==> config.mk <==
export PLATFORM = sky130hd
export DESIGN_NAME = tt_msg_gen
export DESIGN_NICKNAME = d
export VERILOG_FILES = /design/src/rtl/tt_pkg.sv /design/src/rtl/tt_glitch_filter.sv /design/src/rtl/tt_timestamp.sv /design/src/rtl/tt_serializer.sv /design/src/rtl/tt_msg_gen.sv
export SDC_FILE = /design/constraint.sdc
export NUM_CORES = 1
export LEC_CHECK = 0
export BUFFER_PORTS_ARGS = -buffer_cell sky130_fd_sc_hd__buf_2
export CAP_MARGIN = 25
export CORE_MARGIN = 2
export CORE_UTILIZATION = 45
export DETAILED_ROUTE_END_ITERATION = 8
export GPL_ROUTABILITY_DRIVEN = 0
export PLACE_DENSITY = 0.65
export SYNTH_ARGS = -nofsm -noshare
export SYNTH_HDL_FRONTEND = slang
export SYNTH_SLANG_ARGS = --single-unit
==> constraint.sdc <==
create_clock -name clk -period 7 [get_ports clk]
set_input_delay 0.7 -clock clk [delete_from_list [all_inputs] [get_ports clk]]
set_output_delay 0.7 -clock clk [all_outputs]
set_load 0.02 [all_outputs]
==> src/rtl/tt_pkg.sv <==
package tt_pkg;

    localparam int MSG_W   = 64;
    localparam int TS_FLD  = 48;
    localparam int LVL_FLD = 4;

    localparam logic [3:0] CODE_EVENT  = 4'h2;
    localparam logic [7:0] CODE_MARKER = 8'h30;
    localparam logic [7:0] CODE_OVFL   = 8'h40;

    typedef enum logic [1:0] {
        S_IDLE = 2'd0,
        S_EMIT = 2'd1,
        S_OVFL = 2'd2
    } tt_state_t;

    function automatic logic [MSG_W-1:0] pack_event(
        input logic [2:0]         chan,
        input logic               is_fall,
        input logic [LVL_FLD-1:0] lvl,
        input logic [TS_FLD-1:0]  stamp
    );
        return {CODE_EVENT, chan, is_fall, 4'b0000, lvl, stamp};
    endfunction

    function automatic logic [MSG_W-1:0] pack_marker(
        input logic [LVL_FLD-1:0] lvl,
        input logic [TS_FLD-1:0]  stamp
    );
        return {CODE_MARKER, 4'b0000, lvl, stamp};
    endfunction

    function automatic logic [MSG_W-1:0] pack_ovfl();
        return {CODE_OVFL, 56'd0};
    endfunction

endpackage

==> src/rtl/tt_glitch_filter.sv <==
module tt_glitch_filter #(
    parameter int FILT_LEN = 4
) (
    input  logic clk,
    input  logic rst,
    input  logic raw_in,
    output logic level,
    output logic rise_pulse,
    output logic fall_pulse
);

    localparam int CW = (FILT_LEN > 2) ? $clog2(FILT_LEN) : 1;
    localparam logic [CW-1:0] LAST = CW'(FILT_LEN - 1);

    logic          sampled;
    logic [CW-1:0] run_cnt;
    logic          settle;

    assign settle = (sampled != level) && (run_cnt == LAST);

    always_ff @(posedge clk) begin
        if (rst) begin
            sampled    <= 1'b0;
            level      <= 1'b0;
            run_cnt    <= '0;
            rise_pulse <= 1'b0;
            fall_pulse <= 1'b0;
        end else begin
            sampled    <= raw_in;
            rise_pulse <= settle &&  sampled;
            fall_pulse <= settle && !sampled;
            if (sampled == level) begin
                run_cnt <= '0;
            end else if (settle) begin
                level   <= sampled;
                run_cnt <= '0;
            end else begin
                run_cnt <= run_cnt + 1'b1;
            end
        end
    end

    // a new level always comes from the sample seen on the previous edge
    a_r2_level_from_sample: assert property (@(posedge clk) disable iff (rst)
        (!$past(rst) && level != $past(level)) |-> level == $past(sampled));

    // a change of level is always flagged by exactly one edge pulse
    a_r2_pulse_on_change: assert property (@(posedge clk) disable iff (rst)
        (!$past(rst) && level != $past(level)) |-> (rise_pulse ^ fall_pulse));

endmodule

==> src/rtl/tt_timestamp.sv <==
module tt_timestamp #(
    parameter int TSW = 48
) (
    input  logic           clk,
    input  logic           rst,
    output logic [TSW-1:0] ts
);

    always_ff @(posedge clk) begin
        if (rst) ts <= '0;
        else     ts <= ts + 1'b1;
    end

    // counter advances by one every cycle, wrapping at its width
    a_r5_ts_step: assert property (@(posedge clk) disable iff (rst)
        !$past(rst) |-> ts == TSW'($past(ts) + 1'b1));

endmodule

==> src/rtl/tt_serializer.sv <==
module tt_serializer
    import tt_pkg::*;
#(
    parameter int NCH = 4,
    parameter int TSW = 48
) (
    input  logic             clk,
    input  logic             rst,
    input  logic [NCH-1:0]   rise_ev,
    input  logic [NCH-1:0]   fall_ev,
    input  logic [NCH-1:0]   level,
    input  logic [TSW-1:0]   ts,
    input  logic [2*NCH-1:0] edge_en,
    input  logic             mark_req,
    input  logic             msg_ready,
    output logic             msg_valid,
    output logic [MSG_W-1:0] msg_data
);

    localparam int NI  = 2 * NCH + 1;
    localparam int IW  = $clog2(NI);
    localparam int MKI = NI - 1;

    tt_state_t      state, state_n;
    logic [NI-1:0]  held, held_n;
    logic [NI-1:0]  incoming;
    logic [NI-1:0]  cur_bit;
    logic [IW-1:0]  cur_idx;
    logic [TSW-1:0] ts_h;
    logic [NCH-1:0] lvl_h;
    logic           loss, loss_n;
    logic           busy, capture;

    genvar c;
    generate
        for (c = 0; c < NCH; c++) begin : g_hit
            assign incoming[2*c]   = rise_ev[c] & edge_en[2*c];
            assign incoming[2*c+1] = fall_ev[c] & edge_en[2*c+1];
        end
    endgenerate
    assign incoming[MKI] = mark_req;

    assign busy    = |held;
    assign capture = (|incoming) && !busy;
    assign cur_bit = held & (~held + 1'b1);

    always_comb begin
        cur_idx = '0;
        for (int i = NI - 1; i >= 0; i--) begin
            if (held[i]) cur_idx = IW'(i);
        end
    end

    // next holding contents and loss flag
    always_comb begin
        held_n = held;
        loss_n = loss;
        if (state == S_EMIT) begin
            held_n = held & ~cur_bit;
            if (!msg_ready) loss_n = 1'b1;
        end
        if (state == S_OVFL && msg_ready) loss_n = 1'b0;
        if (|incoming) begin
            if (!busy) held_n = incoming;
            else       loss_n = 1'b1;
        end
    end

    // next state
    always_comb begin
        state_n = state;
        unique case (state)
            S_IDLE: begin
                if (loss)         state_n = S_OVFL;
                else if (|held_n) state_n = S_EMIT;
                else              state_n = S_IDLE;
            end
            S_EMIT: begin
                if (!msg_ready)   state_n = S_OVFL;
                else if (|held_n) state_n = S_EMIT;
                else if (loss_n)  state_n = S_OVFL;
                else              state_n = S_IDLE;
            end
            S_OVFL: begin
                if (!msg_ready)   state_n = S_OVFL;
                else if (|held_n) state_n = S_EMIT;
                else if (loss_n)  state_n = S_OVFL;
                else              state_n = S_IDLE;
            end
            default:              state_n = S_IDLE;
        endcase
    end

    // state register
    always_ff @(posedge clk) begin
        if (rst) begin
            state <= S_IDLE;
            held  <= '0;
            loss  <= 1'b0;
            ts_h  <= '0;
            lvl_h <= '0;
        end else begin
            state <= state_n;
            held  <= held_n;
            loss  <= loss_n;
            if (capture) begin
                ts_h  <= ts;
                lvl_h <= level;
            end
        end
    end

    // outputs
    always_comb begin
        msg_valid = 1'b0;
        msg_data  = '0;
        unique case (state)
            S_IDLE: begin
                msg_valid = 1'b0;
            end
            S_EMIT: begin
                msg_valid = 1'b1;
                if (cur_idx == IW'(MKI))
                    msg_data = pack_marker(LVL_FLD'(lvl_h), TS_FLD'(ts_h));
                else
                    msg_data = pack_event(3'(cur_idx >> 1), cur_idx[0],
                                          LVL_FLD'(lvl_h), TS_FLD'(ts_h));
            end
            S_OVFL: begin
                msg_valid = 1'b1;
                msg_data  = pack_ovfl();
            end
            default: msg_valid = 1'b0;
        endcase
    end

    // a refused overflow message stays on the stream unchanged
    a_r8_ovfl_held: assert property (@(posedge clk) disable iff (rst)
        (msg_valid && msg_data == pack_ovfl() && !msg_ready)
            |=> (msg_valid && msg_data == pack_ovfl()));

    // a refused event or marker leads to an overflow message next cycle
    a_r8_drop_reports: assert property (@(posedge clk) disable iff (rst)
        (msg_valid && msg_data != pack_ovfl() && !msg_ready)
            |=> (msg_valid && msg_data == pack_ovfl()));

    // requests arriving while items are held raise the loss flag
    a_r9_discard_flags: assert property (@(posedge clk) disable iff (rst)
        (busy && (|incoming)) |=> loss);

    // the drain state only ever runs with something held
    a_r6_emit_has_item: assert property (@(posedge clk) disable iff (rst)
        (state == S_EMIT) |-> busy);

    // each drained cycle removes exactly one held item
    a_r6_one_per_cycle: assert property (@(posedge clk) disable iff (rst)
        (state == S_EMIT && !(|incoming))
            |=> $countones(held) == $countones($past(held)) - 1);

endmodule

==> src/rtl/tt_msg_gen.sv <==
module tt_msg_gen
    import tt_pkg::*;
#(
    parameter int NCH      = 4,
    parameter int FILT_LEN = 4,
    parameter int TSW      = 48
) (
    input  logic             clk,
    input  logic             rst,
    input  logic [NCH-1:0]   tag_in,
    input  logic [2*NCH-1:0] edge_en,
    input  logic             mark_req,
    input  logic             msg_ready,
    output logic             msg_valid,
    output logic [63:0]      msg_data
);

    logic [NCH-1:0] lvl;
    logic [NCH-1:0] rise_ev;
    logic [NCH-1:0] fall_ev;
    logic [TSW-1:0] ts;

    genvar c;
    generate
        for (c = 0; c < NCH; c++) begin : g_chan
            tt_glitch_filter #(.FILT_LEN(FILT_LEN)) i_filt (
                .clk        (clk),
                .rst        (rst),
                .raw_in     (tag_in[c]),
                .level      (lvl[c]),
                .rise_pulse (rise_ev[c]),
                .fall_pulse (fall_ev[c])
            );
        end
    endgenerate

    tt_timestamp #(.TSW(TSW)) i_ts (
        .clk (clk),
        .rst (rst),
        .ts  (ts)
    );

    tt_serializer #(.NCH(NCH), .TSW(TSW)) i_ser (
        .clk       (clk),
        .rst       (rst),
        .rise_ev   (rise_ev),
        .fall_ev   (fall_ev),
        .level     (lvl),
        .ts        (ts),
        .edge_en   (edge_en),
        .mark_req  (mark_req),
        .msg_ready (msg_ready),
        .msg_valid (msg_valid),
        .msg_data  (msg_data)
    );

    // the stream is quiet in the first cycle after reset
    a_r1_quiet_after_reset: assert property (@(posedge clk) disable iff (rst)
        $past(rst) |-> !msg_valid);

endmodule

==> key figures <==
Worst setup path
  – End of the worst register-to-register path: i_ser.held[4]$_SDFF_PP0_
  – Cell type group with the largest total delay on the critical path: buffers and inverters
  – Critical path buffers and inverters: 3
  – Maximum cell stage delay along the critical path: 680 ps
  – Worst Path Arrival: 2410 ps
  – Slowest stage cell, crit path: ha_1
  – Chain of cells forming the critical path: inv_1, ha_1, buf_4, and3_1, buf_2
  – Number of cells on the worst reg-to-reg path: 6
  – Class of the most critical setup path: flop to output port
  – Critical path capture point type: output port
  – Setup slack of the most critical reg-to-reg path: 4110 ps
  – Startpoint of the worst-slack reg-to-reg timing path: i_ser.held[3]$_SDFF_PP0_
  – Required time at the endpoint of the critical path: 6300 ps
  – CP Launch Type: flop
  – Maximum fanout count along the critical path: 39

Route
  – Number of design-rule violations left by the first detailed-router iteration: 431
  – Sum of routed wire length over all layers: 13,610 µm
  – Count of unresolved DRC violations after routing: 0
  – Per-cell routed wire length: 14.17 µm
  – DRT antenna net count: 0
  – First-pass iteration count of the detailed router: 5
  – Vias after detailed routing: 5,258
  – Vias per inst: 5.471

Clock network
  – Root buffer cell: clkbuf_16
  – Number of sinks driven by the clock tree: 136
  – Clock insertion delay at the later pin of the skew report: 420 ps
  – Number of CTS-inserted buffers: 17
  – Post-CTS Hold Fix Bufs: 0
  – CTS tree: built
  – Post-CTS Setup Bufs: 0
  – Clock Pin Slew Worst Setup and Hold Paths: 50 ps
  – Cts repair resizes: 0
  – CTS max path bufs: 2
  – H-tree levels: 4

Floorplan
  – Area of the core region: 13,140 µm²
  – Area enclosed by the die boundary: 14,260 µm²
  – Starting Density: 45.62%
  – Chip width: 119.4 µm
  – Vertical die dimension: 119.4 µm
  – Std cell rows: 42
  – Count of pins on the block boundary: 81

Timing
  – F_max: 0.3214 GHz
  – Worst rel slew slack: 46.33%
  – Final period demand of the worst path: 3111 ps
  – Total count of max-transition violations in the final report: 0
  – Transition at the pin with the smallest max-transition slack: 805.0 ps
  – Sum of negative setup slack: 0 ps
  – Final number of setup-violating endpoints: 0
  – Fin. Hold Viols: 0
  – Share of the cycle needed by the critical path after routing: 44.45%
  – Maximum clock skew at final layout: 6.876 ps
  – RSZ-0062 raised after global routing: no

Synthesis
  – Number of storage elements in the synthesis netlist: 136
  – Post-synth top flop: dfxtp_1
  – Total standard cell area after synthesis: 5993 µm²
  – Fraction of synthesis flops using an asynchronous set or reset pin: 0%
  – Number of warning messages in the yosys log: 0
  – Leading post-synthesis cells by cell area: dfxtp_1 (45%), nand2_1 (7.7%), a21oi_1 (7.0%)
  – Fraction of synthesized cell area taken by the top area cell type: 45.43%
  – Area leader, netlist: dfxtp_1
  – Number of flops mapped to enable cells by yosys: 0
  – Synth cell types: 52
  – Cells after synthesis: 724
  – Post-Synthesis Mean Instance Area: 8.278 µm²
  – Proportion of synthesized chip area in sequential cells: 45.43%

Finish
  – Synth-to-Final Area Change: 15.82%
  – Number of nets at the end of the flow: 801
  – Number of antenna diodes: 0
  – Share of post-route cells with drive strength above 1: 14.52%

Global route
  – Initial antenna violation count: 0
  – Total congestion overflow: 0
  – Wire length of the first global-routing pass: 22,670 µm
  – Aggregate global-route resource usage: 19.47%
  – Number of global-route vias before repair: 4,922
  – Maximum number of pins on one net before global-route repair: 72

Pwr
  – Power Total: 1756 µW
  – Maximum resistive drop on vdd: 0.1436 mV
  – Static leakage: 0.002704 µW
  – Areal power density over the cells: 252.9 nW/µm²

Place
  – HPWL after DPL: 8938 µm
  – Port buffer count: 74

Hold path
  – Class of the tightest hold or removal check: flop to flop
  – Hold Path Sink: g_chan[3].i_filt.run_cnt[0]$_SDFF_PP0_
  – Worst hold path cell count: 1
  – HP Start: g_chan[3].i_filt.run_cnt[0]$_SDFF_PP0_

Status
  – Status: complete, no violations

Job
  – Max Cap Violations: 0
[synthesized netlist by cell type, types with 10 or more instances]
master      n
a21oi_1    84
and3_1     54
clkbuf_1   37
dfxtp_1   136
ha_1       10
inv_1      19
nand2_1   123
nand3_1    17
nand4_1    18
nor2_1     53
o21ai_0    12
o31ai_1    16
or3_1      12
or4_1      17
xnor2_1    17
xor2_1     10
[logic make-up (layout without fill, tap and decap cells)]
kind of cell / count (synthesis) / in the layout / share of synthesized area (%)
AO/OA/AOI/OAI: 129 / 129 / 12.42
AND/OR/NAND/NOR: 343 / 343 / 29.90
XOR/XNOR: 27 / 27 / 3.946
multiplexers: 5 / 5 / 0.8560
flip-flops: 136 / 136 / 45.43
other: 1 / 6 / 0.06257
buffers and inverters: 71 / 127 / 4.948
adder cells (fa/ha/maj): 12 / 12 / 2.443
[placed cells by master, fill, tap and decap left out, types with 5 or more instances in the layout]
cell type and n:
nor4bb_1 8, o21ai_0 12, inv_1 19, xor2_1 10, or3_1 12, nand3_1 17, clkbuf_16 17, and4_1 8
nand2_1 123, dfxtp_1 136, or4_1 17, nand4_1 18, ha_1 10, buf_4 6, nor2b_1 7, xnor2_1 17
nor2_1 53, clkbuf_1 5, nor3_1 5, nor4_1 8, a21oi_1 84, o31ai_1 16, conb_1 6, buf_2 73
and3_1 54
[worst max path at each step]
| stage | slack, ps | startpoint | cells after the start | to |
|---|---|---|---|---|
| detailed placement | 4110 | i_ser.held[3]$_SDFF_PP0_ | 6 | i_ser.ts_h[17]$_SDFFE_PP0P_ |
| CTS | 3920 | i_ser.state[0]$_SDFF_PP0_ | 5 | msg_data[46] |
| global route | 3760 | i_ts.ts[6]$_SDFF_PP0_ | 5 | i_ts.ts[37]$_SDFF_PP0_ |
| floorplan | 4050 | i_ser.state[1]$_SDFF_PP0_ | 5 | msg_data[57] |
| global placement | 4130 | i_ser.held[2]$_SDFF_PP0_ | 6 | i_ser.ts_h[8]$_SDFFE_PP0P_ |
| finish | 3890 | i_ser.state[0]$_SDFF_PP0_ | 5 | msg_data[46] |
[cell type report]
cell class,instances,area (µm²)
clock inverters,3,17.52
clock buffers,26,499.2
repair buffers,79,410.4
inverters,19,71.32
flip-flops and latches,136,2723
fillers,1240,6196
multi-input cells,522,3000
well taps,176,220.2
[power by group]
group	switching [µW]	total, µW	internal (µW)
combinational	134	177	42.5
sequential	8.42	793	785
clock	304	786	482
[registers in the layout (all words and copies together) (netlist names)]
signal and flops:
g_chan.i_filt.sampled 4, i_ser.state 2, g_chan.i_filt.fall_pulse 4, i_ser.ts_h 48, g_chan.i_filt.rise_pulse 4, g_chan.i_filt.level 4
g_chan.i_filt.run_cnt 8, i_ser.lvl_h 4, i_ser.held 9, i_ser.loss 1, i_ts.ts 48
[metal layers]
layer  share of wire [%]  wire length [µm]  vias to the layer above  track usage, %
met3                 4.8               647                       17           4.646
met2                  46              6232                      137           31.07
met4                 1.4               191                        0           7.868
li1                    -                 -                     2645               -
met1                  48              6543                     2459           25.41
met5                   0                 0                        -               0
[through the flow]
stage / util, % / hold slack, ps / setup WS, ps / area (µm²) / instances
2_1_floorplan: - / 397.4 / 4053 / 6012 / 729
3_5_place_dp: 48.90 / 411.3 / 4113 / 6425 / 932
6_report: 52.84 / 416.1 / 3889 / 6942 / 961
5_1_grt: 52.84 / 425.8 / 3765 / 6942 / 961
4_1_cts: 52.84 / 418.7 / 3924 / 6942 / 961
3_3_place_gp: 48.90 / 404.6 / 4133 / 6425 / 932
Power figures use the tool's default switching activity.
